**src/rtl/cs_dma.sv**
```systemverilog
module cs_dma #(
  parameter int AW   = 16,
  parameter int DW   = 16,
  parameter int DEVW = 8,
  parameter int CW   = 12
) (
  input  logic            clk,
  input  logic            rst_n,
  input  logic            reg_we,
  input  logic [2:0]      reg_addr,
  input  logic [DW-1:0]   reg_wdata,
  output logic [DW-1:0]   reg_rdata,
  input  logic            dev_ready,
  output logic [DEVW-1:0] dev_addr,
  input  logic [DW-1:0]   dev_rdata,
  output logic [DW-1:0]   dev_wdata,
  output logic            dev_strobe,
  output logic            bus_req,
  input  logic            bus_gnt,
  input  logic            bus_ack,
  input  logic            bus_err,
  output logic [AW-1:0]   bus_addr,
  output logic            bus_we,
  output logic [DW-1:0]   bus_wdata,
  input  logic [DW-1:0]   bus_rdata,
  output logic            irq
);
  localparam logic [2:0] IX_CTRL = 3'd0;
  localparam logic [2:0] IX_DEV  = 3'd1;
  localparam logic [2:0] IX_MEM  = 3'd2;
  localparam logic [2:0] IX_CNT  = 3'd3;
  localparam logic [2:0] IX_STAT = 3'd4;

  typedef enum logic [1:0] {S_IDLE, S_WAIT, S_OWN, S_REL} st_t;

  st_t             st;
  logic            dir;
  logic [DEVW-1:0] dev;
  logic [AW-1:0]   maddr;
  logic [CW-1:0]   cnt;
  logic            done, err;
  logic            busy, own, wr_ok;

  assign busy       = st != S_IDLE;
  assign own        = st == S_OWN;
  assign wr_ok      = reg_we && !busy;
  assign bus_req    = (st == S_WAIT && dev_ready && cnt != '0) || own;
  assign dev_strobe = own && bus_gnt && bus_ack && !bus_err;
  assign bus_addr   = maddr;
  assign bus_we     = own && !dir;
  assign bus_wdata  = dev_rdata;
  assign dev_wdata  = bus_rdata;
  assign dev_addr   = dev;
  assign irq        = done || err;

  always_comb begin
    reg_rdata = '0;
    case (reg_addr)
      IX_CTRL: reg_rdata = DW'(dir);
      IX_DEV:  reg_rdata = DW'(dev);
      IX_MEM:  reg_rdata = DW'(maddr);
      IX_CNT:  reg_rdata = DW'(cnt);
      IX_STAT: reg_rdata = DW'({err, done, busy});
      default: reg_rdata = '0;
    endcase
  end

  always_ff @(posedge clk or negedge rst_n) begin
    if (!rst_n) begin
      st    <= S_IDLE;
      dir   <= 1'b0;
      dev   <= '0;
      maddr <= '0;
      cnt   <= '0;
      done  <= 1'b0;
      err   <= 1'b0;
    end else begin
      if (wr_ok) begin
        case (reg_addr)
          IX_CTRL: begin
            dir <= reg_wdata[0];
            if (reg_wdata[1]) begin
              if (cnt == '0) done <= 1'b1;
              else           st   <= S_WAIT;
            end
          end
          IX_DEV:  dev   <= reg_wdata[DEVW-1:0];
          IX_MEM:  maddr <= reg_wdata[AW-1:0];
          IX_CNT:  cnt   <= reg_wdata[CW-1:0];
          default: ;
        endcase
      end
      if (reg_we && reg_addr == IX_STAT) begin
        if (reg_wdata[1]) done <= 1'b0;
        if (reg_wdata[2]) err  <= 1'b0;
      end
      case (st)
        S_WAIT: if (bus_req && bus_gnt) st <= S_OWN;
        S_OWN: begin
          if (!bus_gnt) st <= S_WAIT;
          else if (bus_err) begin
            err <= 1'b1;
            st  <= S_IDLE;
          end else if (bus_ack) begin
            maddr <= maddr + 1'b1;
            cnt   <= cnt - 1'b1;
            st    <= S_REL;
          end
        end
        S_REL: begin
          if (cnt == '0) begin
            done <= 1'b1;
            st   <= S_IDLE;
          end else st <= S_WAIT;
        end
        default: ;
      endcase
    end
  end
endmodule

```
**config.mk**
```make
export PLATFORM = sky130hd
export DESIGN_NAME = cs_dma
export DESIGN_NICKNAME = d
export VERILOG_FILES = /design/src/rtl/cs_dma.sv
export SDC_FILE = /design/constraint.sdc
export NUM_CORES = 1
export LEC_CHECK = 0
export ABC_CLOCK_PERIOD_IN_PS = 2310
export BUFFER_PORTS_ARGS = -buffer_cell sky130_fd_sc_hd__buf_2
export CELL_PAD_IN_SITES_DETAIL_PLACEMENT = 0
export CELL_PAD_IN_SITES_GLOBAL_PLACEMENT = 1
export CORE_ASPECT_RATIO = 1.5
export CORE_MARGIN = 10
export CORE_UTILIZATION = 28
export DETAILED_ROUTE_END_ITERATION = 16
export PLACE_DENSITY_LB_ADDON = 0.15
export SLEW_MARGIN = 20
export SYNTH_ARGS = -nofsm -noshare
export SYNTH_HDL_FRONTEND = slang
export SYNTH_SLANG_ARGS = --single-unit
```
**constraint.sdc**
```tcl
create_clock -name clk -period 2.31 [get_ports clk]
set_clock_uncertainty 0.1 [all_clocks]
set_input_delay 0.231 -clock clk [delete_from_list [all_inputs] [get_ports clk]]
set_output_delay 0.231 -clock clk [all_outputs]
set_load 0.02 [all_outputs]
```
==> results of run 1 <==
## logic make-up (layout without fill, tap and decap cells)
logic type	Yosys count	in the layout	share of synthesized area, %
flops	41	41	35.7
mux	22	22	8.71
simple gates	118	118	23.3
buf+inv	54	105	11.6
compound gates	79	79	19.8
fa+ha+maj	2	2	0.871
## power groups by stage
stage / clock network [uW] / registers [uW] / logic (uW)
2_1_floorplan: 0 / 1680 / 963
3_3_place_gp: 0 / 1590 / 1680
3_5_place_dp: 0 / 1590 / 1690
4_1_cts: 748 / 1570 / 1750
5_1_grt: 766 / 1650 / 1920
6_report: 724 / 1570 / 1740
## cell usage in the layout, fill, tap and decap left out, drive strengths merged, types with 3 or more instances in the layout
cell type and count:
inv 9, nor2 29, a211oi 7, o221a 6
a22oi 11, a311oi 9, nand2 20, and2 10
mux2 14, and3 4, o211ai 3, buf 88
nand2b 4, mux2i 7, nor3 8, dfrtp 41
o22ai 7, o21a 4, a21oi 17, o21ai 6
nand3 12, nor2b 5, nor4 3, nand4 4
and4 6, clkbuf 7
## layer usage
| layer | vias up | wire length, um |
|---|---|---|
| li1 | 1252 | - |
| met1 | 1318 | 4210 |
| met2 | 79 | 5390 |
| met3 | 19 | 566 |
| met4 | 0 | 285 |
| met5 | - | 0 |
## cell type report
class | count | area, um^2 | area share [%]
multi-input cells | 221 | 1540 | 45.4
flip-flops and latches | 41 | 1030 | 30.3
repair buffers | 89 | 498 | 14.7
well taps | 117 | 146 | 4.33
clock buffers | 7 | 143 | 4.21
inverters | 9 | 33.8 | 0.998
## registers in the layout, summed over array words and instances (netlist names)
signal,cells
bus_addr,16
err,1
st,2
cnt,12
done,1
dir,1
dev_addr,8
## critical path, stage by stage, from the launching register on
cell	delay (ns)
dfrtp_1	0.39
inv_2	0.09
ha_4	0.14
or3b_4	0.41
nor4b_4	0.25
o21ai_0	0.12
buf_2	0.17
## stage by stage
step / hold WS [ns] / util, % / instances / instance area, um^2
floorplan: -0.165 / - / 316 / 2870
global placement: 0.210 / 31.7 / 474 / 3190
detailed placement: 0.218 / 31.7 / 474 / 3190
CTS: 0.0425 / 33.5 / 484 / 3370
global route: 0.0736 / 33.6 / 484 / 3380
finish: 0.0458 / 33.6 / 484 / 3380
## worst max-delay path by stage
stage / slack (ns) / to
floorplan: 0.20 / bus_req
global placement: 0.17 / bus_req
detailed placement: 0.13 / bus_req
CTS: 0.01 / bus_req
global route: 0.02 / bus_req
finish: 0.13 / bus_req
## repair_timing
action / in CTS / in global routing
hold buffers: 1 / 0
hold endpoints to repair: 24 / 0
setup endpoints to repair: 1 / 2
resized for setup: 3 / 4
setup buffers: 2 / 0
pin swaps: 0 / 2
==> impl_metrics.tcl, run 1 <==
set metrics [dict create \
    outcome "finished clean" \
    synth_area_leaders "dfrtp_1 (36%), buf_4 (8.6%), mux2_2 (5.5%)" \
    grt_overflow 0 \
    reg2reg_to "dev_addr[1]" \
    synth_top_area_cell "dfrtp_1" \
    first_iter_violations 155 \
    synthToLayoutAreaGrowth_pct 17.8 \
    grt_pass1_wl_um 16700 \
    crit_path_end_kind "output pin" \
    crit_start "cnt[1]" \
    setup_tns_ns 0 \
    worstPathRequired_ns 1.98 \
    die_y_um 144 \
    pre_cts_ws_ns 0.130 \
    hold_path_end "bus_addr[15]" \
    grt_start_max_net_pins 27 \
    nets 427 \
    seq_power_share_pct 39.0 \
    avgSynthCellArea_um2 9.09 \
    fp-row-count 45 \
    crit_type "reg2out" \
    p_int_uw 2240 \
    rsz0062_at_grt "no" \
    setup_viol 0 \
    initial_core_util_pct 28.5 \
    yosys_register_bits 41 \
    clock_power_share_pct 17.9 \
    cts_root_buffer "clkbuf_16" \
    reg2reg_depth 4 \
    busiest_layer "met2" \
    core_um2 10100 \
    cellLeakagePower_uw 0.00149 \
    p_sw_uw 1800 \
    grtUsageTotal_pct 14.7 \
    grtUsageMet1_pct 16.3 \
    maxSlewHeadroom_pct 55.1 \
    io_buffer_count 69 \
    worstHoldStart "reg_wdata[15]" \
    numClockSinks 41 \
    drc 0 \
    slew_violations 0 \
    yosysSeqAreaShare_pct 35.7 \
    max_freq_ghz 0.459 \
    hpwlAfterDp_um 8000 \
    whs_path_depth 3 \
    routed_via_density 5.51 \
    grt_pass1_vias 2893 \
    synth.distinct_cells 52 \
    routed_wl_um 10500 \
    vias 2668 \
    synth_ff_type "dfrtp_1" \
    async_flop_share_pct 100 \
    swShare_pct 44.5 \
    setup_ws_ns 0.130 \
    drtPass1Iterations 4 \
    routedWlPerCell_um 21.6 \
    fin_crit_ns 2.18 \
    cts_tree "done" \
    power.density_nw_per_um2 1190 \
    synth_fp_nets 376 \
    post-route-period-util_pct 94.4 \
    rr_startpoint "st[1]" \
    final-hold-violation-count 0 \
    insertion_delay_ns 0.29 \
    yosysTopAreaCellShare_pct 35.7 \
    vdd_drop_max_mv 0.366 \
    synthCells 316 \
    design.die.area_um2 14800 \
    combPwrFrac_pct 43.0 \
    hold_class "in2reg" \
    rrSetupSlack_ns 0.25 \
    drive_above_1_share_pct 34.9 \
    clk_pin_slew_ns 0.06 \
    num_io_pins 134 \
    yosysMostFrequentCell "dfrtp_1" \
    power_uw 4030 \
    h-tree-depth 2 \
    antenna_found_initial 0 \
    antenna_cells 0 \
    crit_fanout 4 \
    met2_usage_pct 25.3 \
    cp-start-kind "flop" \
    synth-edff-count 0 \
    netlist_area_um2 2870 \
    die_x_um 103 \
    use_met3_pct 3.53 \
    gp_congestion 0.816 \
    arrival_ns 1.85 \
    cts_buffers 5 \
    maxCapViolCount 0 \
    ys_top_cells_by_count "dfrtp_1 (41), buf_4 (33), nor2_1 (29)" \
    yosys_warnings 0 \
    fillers 1084 \
    clock_path_buffers 2 \
    worst_pin_slew_ns 0.673 \
    ant_nets 0 \
]
No activity file was read; power rests on OpenSTA's default activity.
==> run 2: changes to the inputs <==
- ABC_CLOCK_PERIOD_IN_PS: 2310 -> unset
- clock period: 2.31 -> 1.8 ns (I/O delays scaled with it)
==> run 2 against run 1 <==
Compared with the run above:
- the run now ends with negative setup slack left
- sequential power grew 13%
- clock power grew 36%
- first-iteration DRC count down 30%
- wire length increased by 9.5%
- sequential share of layout area down 5.5 points
- global-route usage grew 0.88 points
- cell area up 22%
- largest cell class unchanged
- largest power group unchanged
==> impl_metrics.tcl, run 2 (synthesis results as in run 1) <==
set metrics [dict create \
    violations "negative setup slack" \
    drive_above_1_share_pct 51.7 \
    hold_class "in2reg" \
    busiest_layer "met2" \
    cts_root_buffer "clkbuf_16" \
    regArea_um2 1030 \
    ant_nets 0 \
    cts_tree "done" \
    crit_start "cnt[0]" \
    fillers 1039 \
    setup_ws_ns -0.261 \
    crit_type "reg2out" \
    grt_pass1_vias 3179 \
    power.density_nw_per_um2 1480 \
    crit_fanout 2 \
    critPathCapture "bus_req" \
    layout_commonest_cell "buf_4" \
    routed_wl_um 11400 \
    worst_pin_slew_ns 0.562 \
    cts_buffers 5 \
    synthToLayoutAreaGrowth_pct 43.9 \
    drc 0 \
    die_y_um 144 \
    setup_viol 7 \
    worstPathRequired_ns 1.52 \
    rsz0062_at_grt "yes" \
    initial_core_util_pct 28.5 \
    first_iter_violations 109 \
    grtUsageTotal_pct 15.5 \
    whs_ns 0.00196 \
    hpwlAfterDp_um 8870 \
    nets 490 \
    grt_start_max_net_pins 23 \
    grt_pass1_wl_um 17500 \
    post-route-period-util_pct 115 \
    rrSetupSlack_ns -0.15 \
    antenna_cells 0 \
    vias 2932 \
    grt_overflow 0 \
    maxSlewHeadroom_pct 62.6 \
    arrival_ns 1.78 \
    num_io_pins 134 \
    final_cell_mix "buf_4 (69), buf_2 (65), dfrtp_1 (41)" \
    reg2reg_to "cnt[9]" \
    h-tree-depth 2 \
    slew_violations 0 \
    drtPass1Iterations 5 \
    antenna_found_initial 0 \
    cp-start-kind "flop" \
    rr_startpoint "cnt[0]" \
    vdd_drop_max_mv 0.707 \
    reg2reg_depth 6 \
    use_met3_pct 3.25 \
    fin_crit_ns 2.06 \
    insertion_delay_ns 0.29 \
    max_freq_ghz 0.485 \
    grtUsageMet1_pct 16.7 \
    design.die.area_um2 14800 \
    routed_via_density 5.35 \
    placedCellCount 521 \
    core_um2 10100 \
    met2_usage_pct 28.4 \
    clk_pin_slew_ns 0.06 \
    final-hold-violation-count 0 \
    outcome "finished with violations" \
    die_x_um 103 \
    routedWlPerCell_um 20.9 \
    multi_input_area_um2 1700 \
    clock_path_buffers 2 \
    largest_reg_flops 16 \
    cellLeakagePower_uw 0.00191 \
    fp-row-count 45 \
    gp_congestion 0.821 \
    io_buffer_count 69 \
    maxCapViolCount 0 \
    layout.cells.non_filler 548 \
    crit_path_end_kind "output pin" \
    numClockSinks 41 \
]
==> run 2: layout make-up <==
type / instances / share of cell area [%]
sequential: 41 / 24.8
timing repair buffer: 152 / 25.9
clock inverter: 1 / 0.121
inverter: 9 / 0.878
multi-input combinational: 221 / 41.0
tap: 117 / 3.54
clock buffer: 7 / 3.69
==> run 2: stage by stage <==
stage	total power (uW)	utilization (%)	instance area [um^2]	setup slack [ns]	TNS, ns
3_3_place_gp	4750	35.6	3590	-0.0352	-0.0793
6_report	6100	41.0	4130	-0.261	-0.849
4_1_cts	5930	38.5	3880	-0.286	-0.885
3_5_place_dp	4760	35.6	3590	-0.0639	-0.147
5_1_grt	6510	41.0	4130	-0.302	-2.18
2_1_floorplan	3410	-	2890	0.00330	0
==> run 2: worst max-delay path: stages (launching register included) <==
cell	delay, ns
dfrtp_1	0.39
inv_2	0.09
ha_4	0.13
or3b_4	0.40
nor4b_4	0.27
o21ai_2	0.08
buf_6	0.13
==> run 2: routing by layer <==
metal	routed length, um	part of all wire [%]	up-vias
li1	-	-	1388
met5	0	0	-
met4	272	2.4	0
met1	4420	39	1443
met3	637	5.6	21
met2	6110	53	80
==> run 2: how the worst min path moves through the flow <==
stage                     cells after the start  slack (ns)     startpoint            to
after CTS                                     3      0.0007  reg_wdata[15]  bus_addr[15]
after global placement                        1        0.10          rst_n         st[0]
after floorplan                               0       -0.22          rst_n   bus_addr[0]
after detailed placement                      1        0.11          rst_n         st[0]
after global routing                          3        0.03  reg_wdata[14]  bus_addr[14]
final                                         3       0.002  reg_wdata[15]  bus_addr[15]
==> run 2: where the power goes <==
part / internal (uW) / leakage, uW / switching [uW] / total, uW
sequential: 1360 / 0.000476 / 408 / 1770
clock: 589 / 0.0000799 / 396 / 985
combinational: 1590 / 0.00135 / 1760 / 3350
total: 3540 / 0.00191 / 2570 / 6100
==> run 2: timing repair <==
action                                  4_1_cts  5_1_grt
endpoints found under the setup margin       12       39
cloned                                        0        1
pin swaps                                     7       13
endpoints found under the hold margin        19        0
resized for setup                            14       50
buffers inserted                             12        9
hold buffers                                  1        0
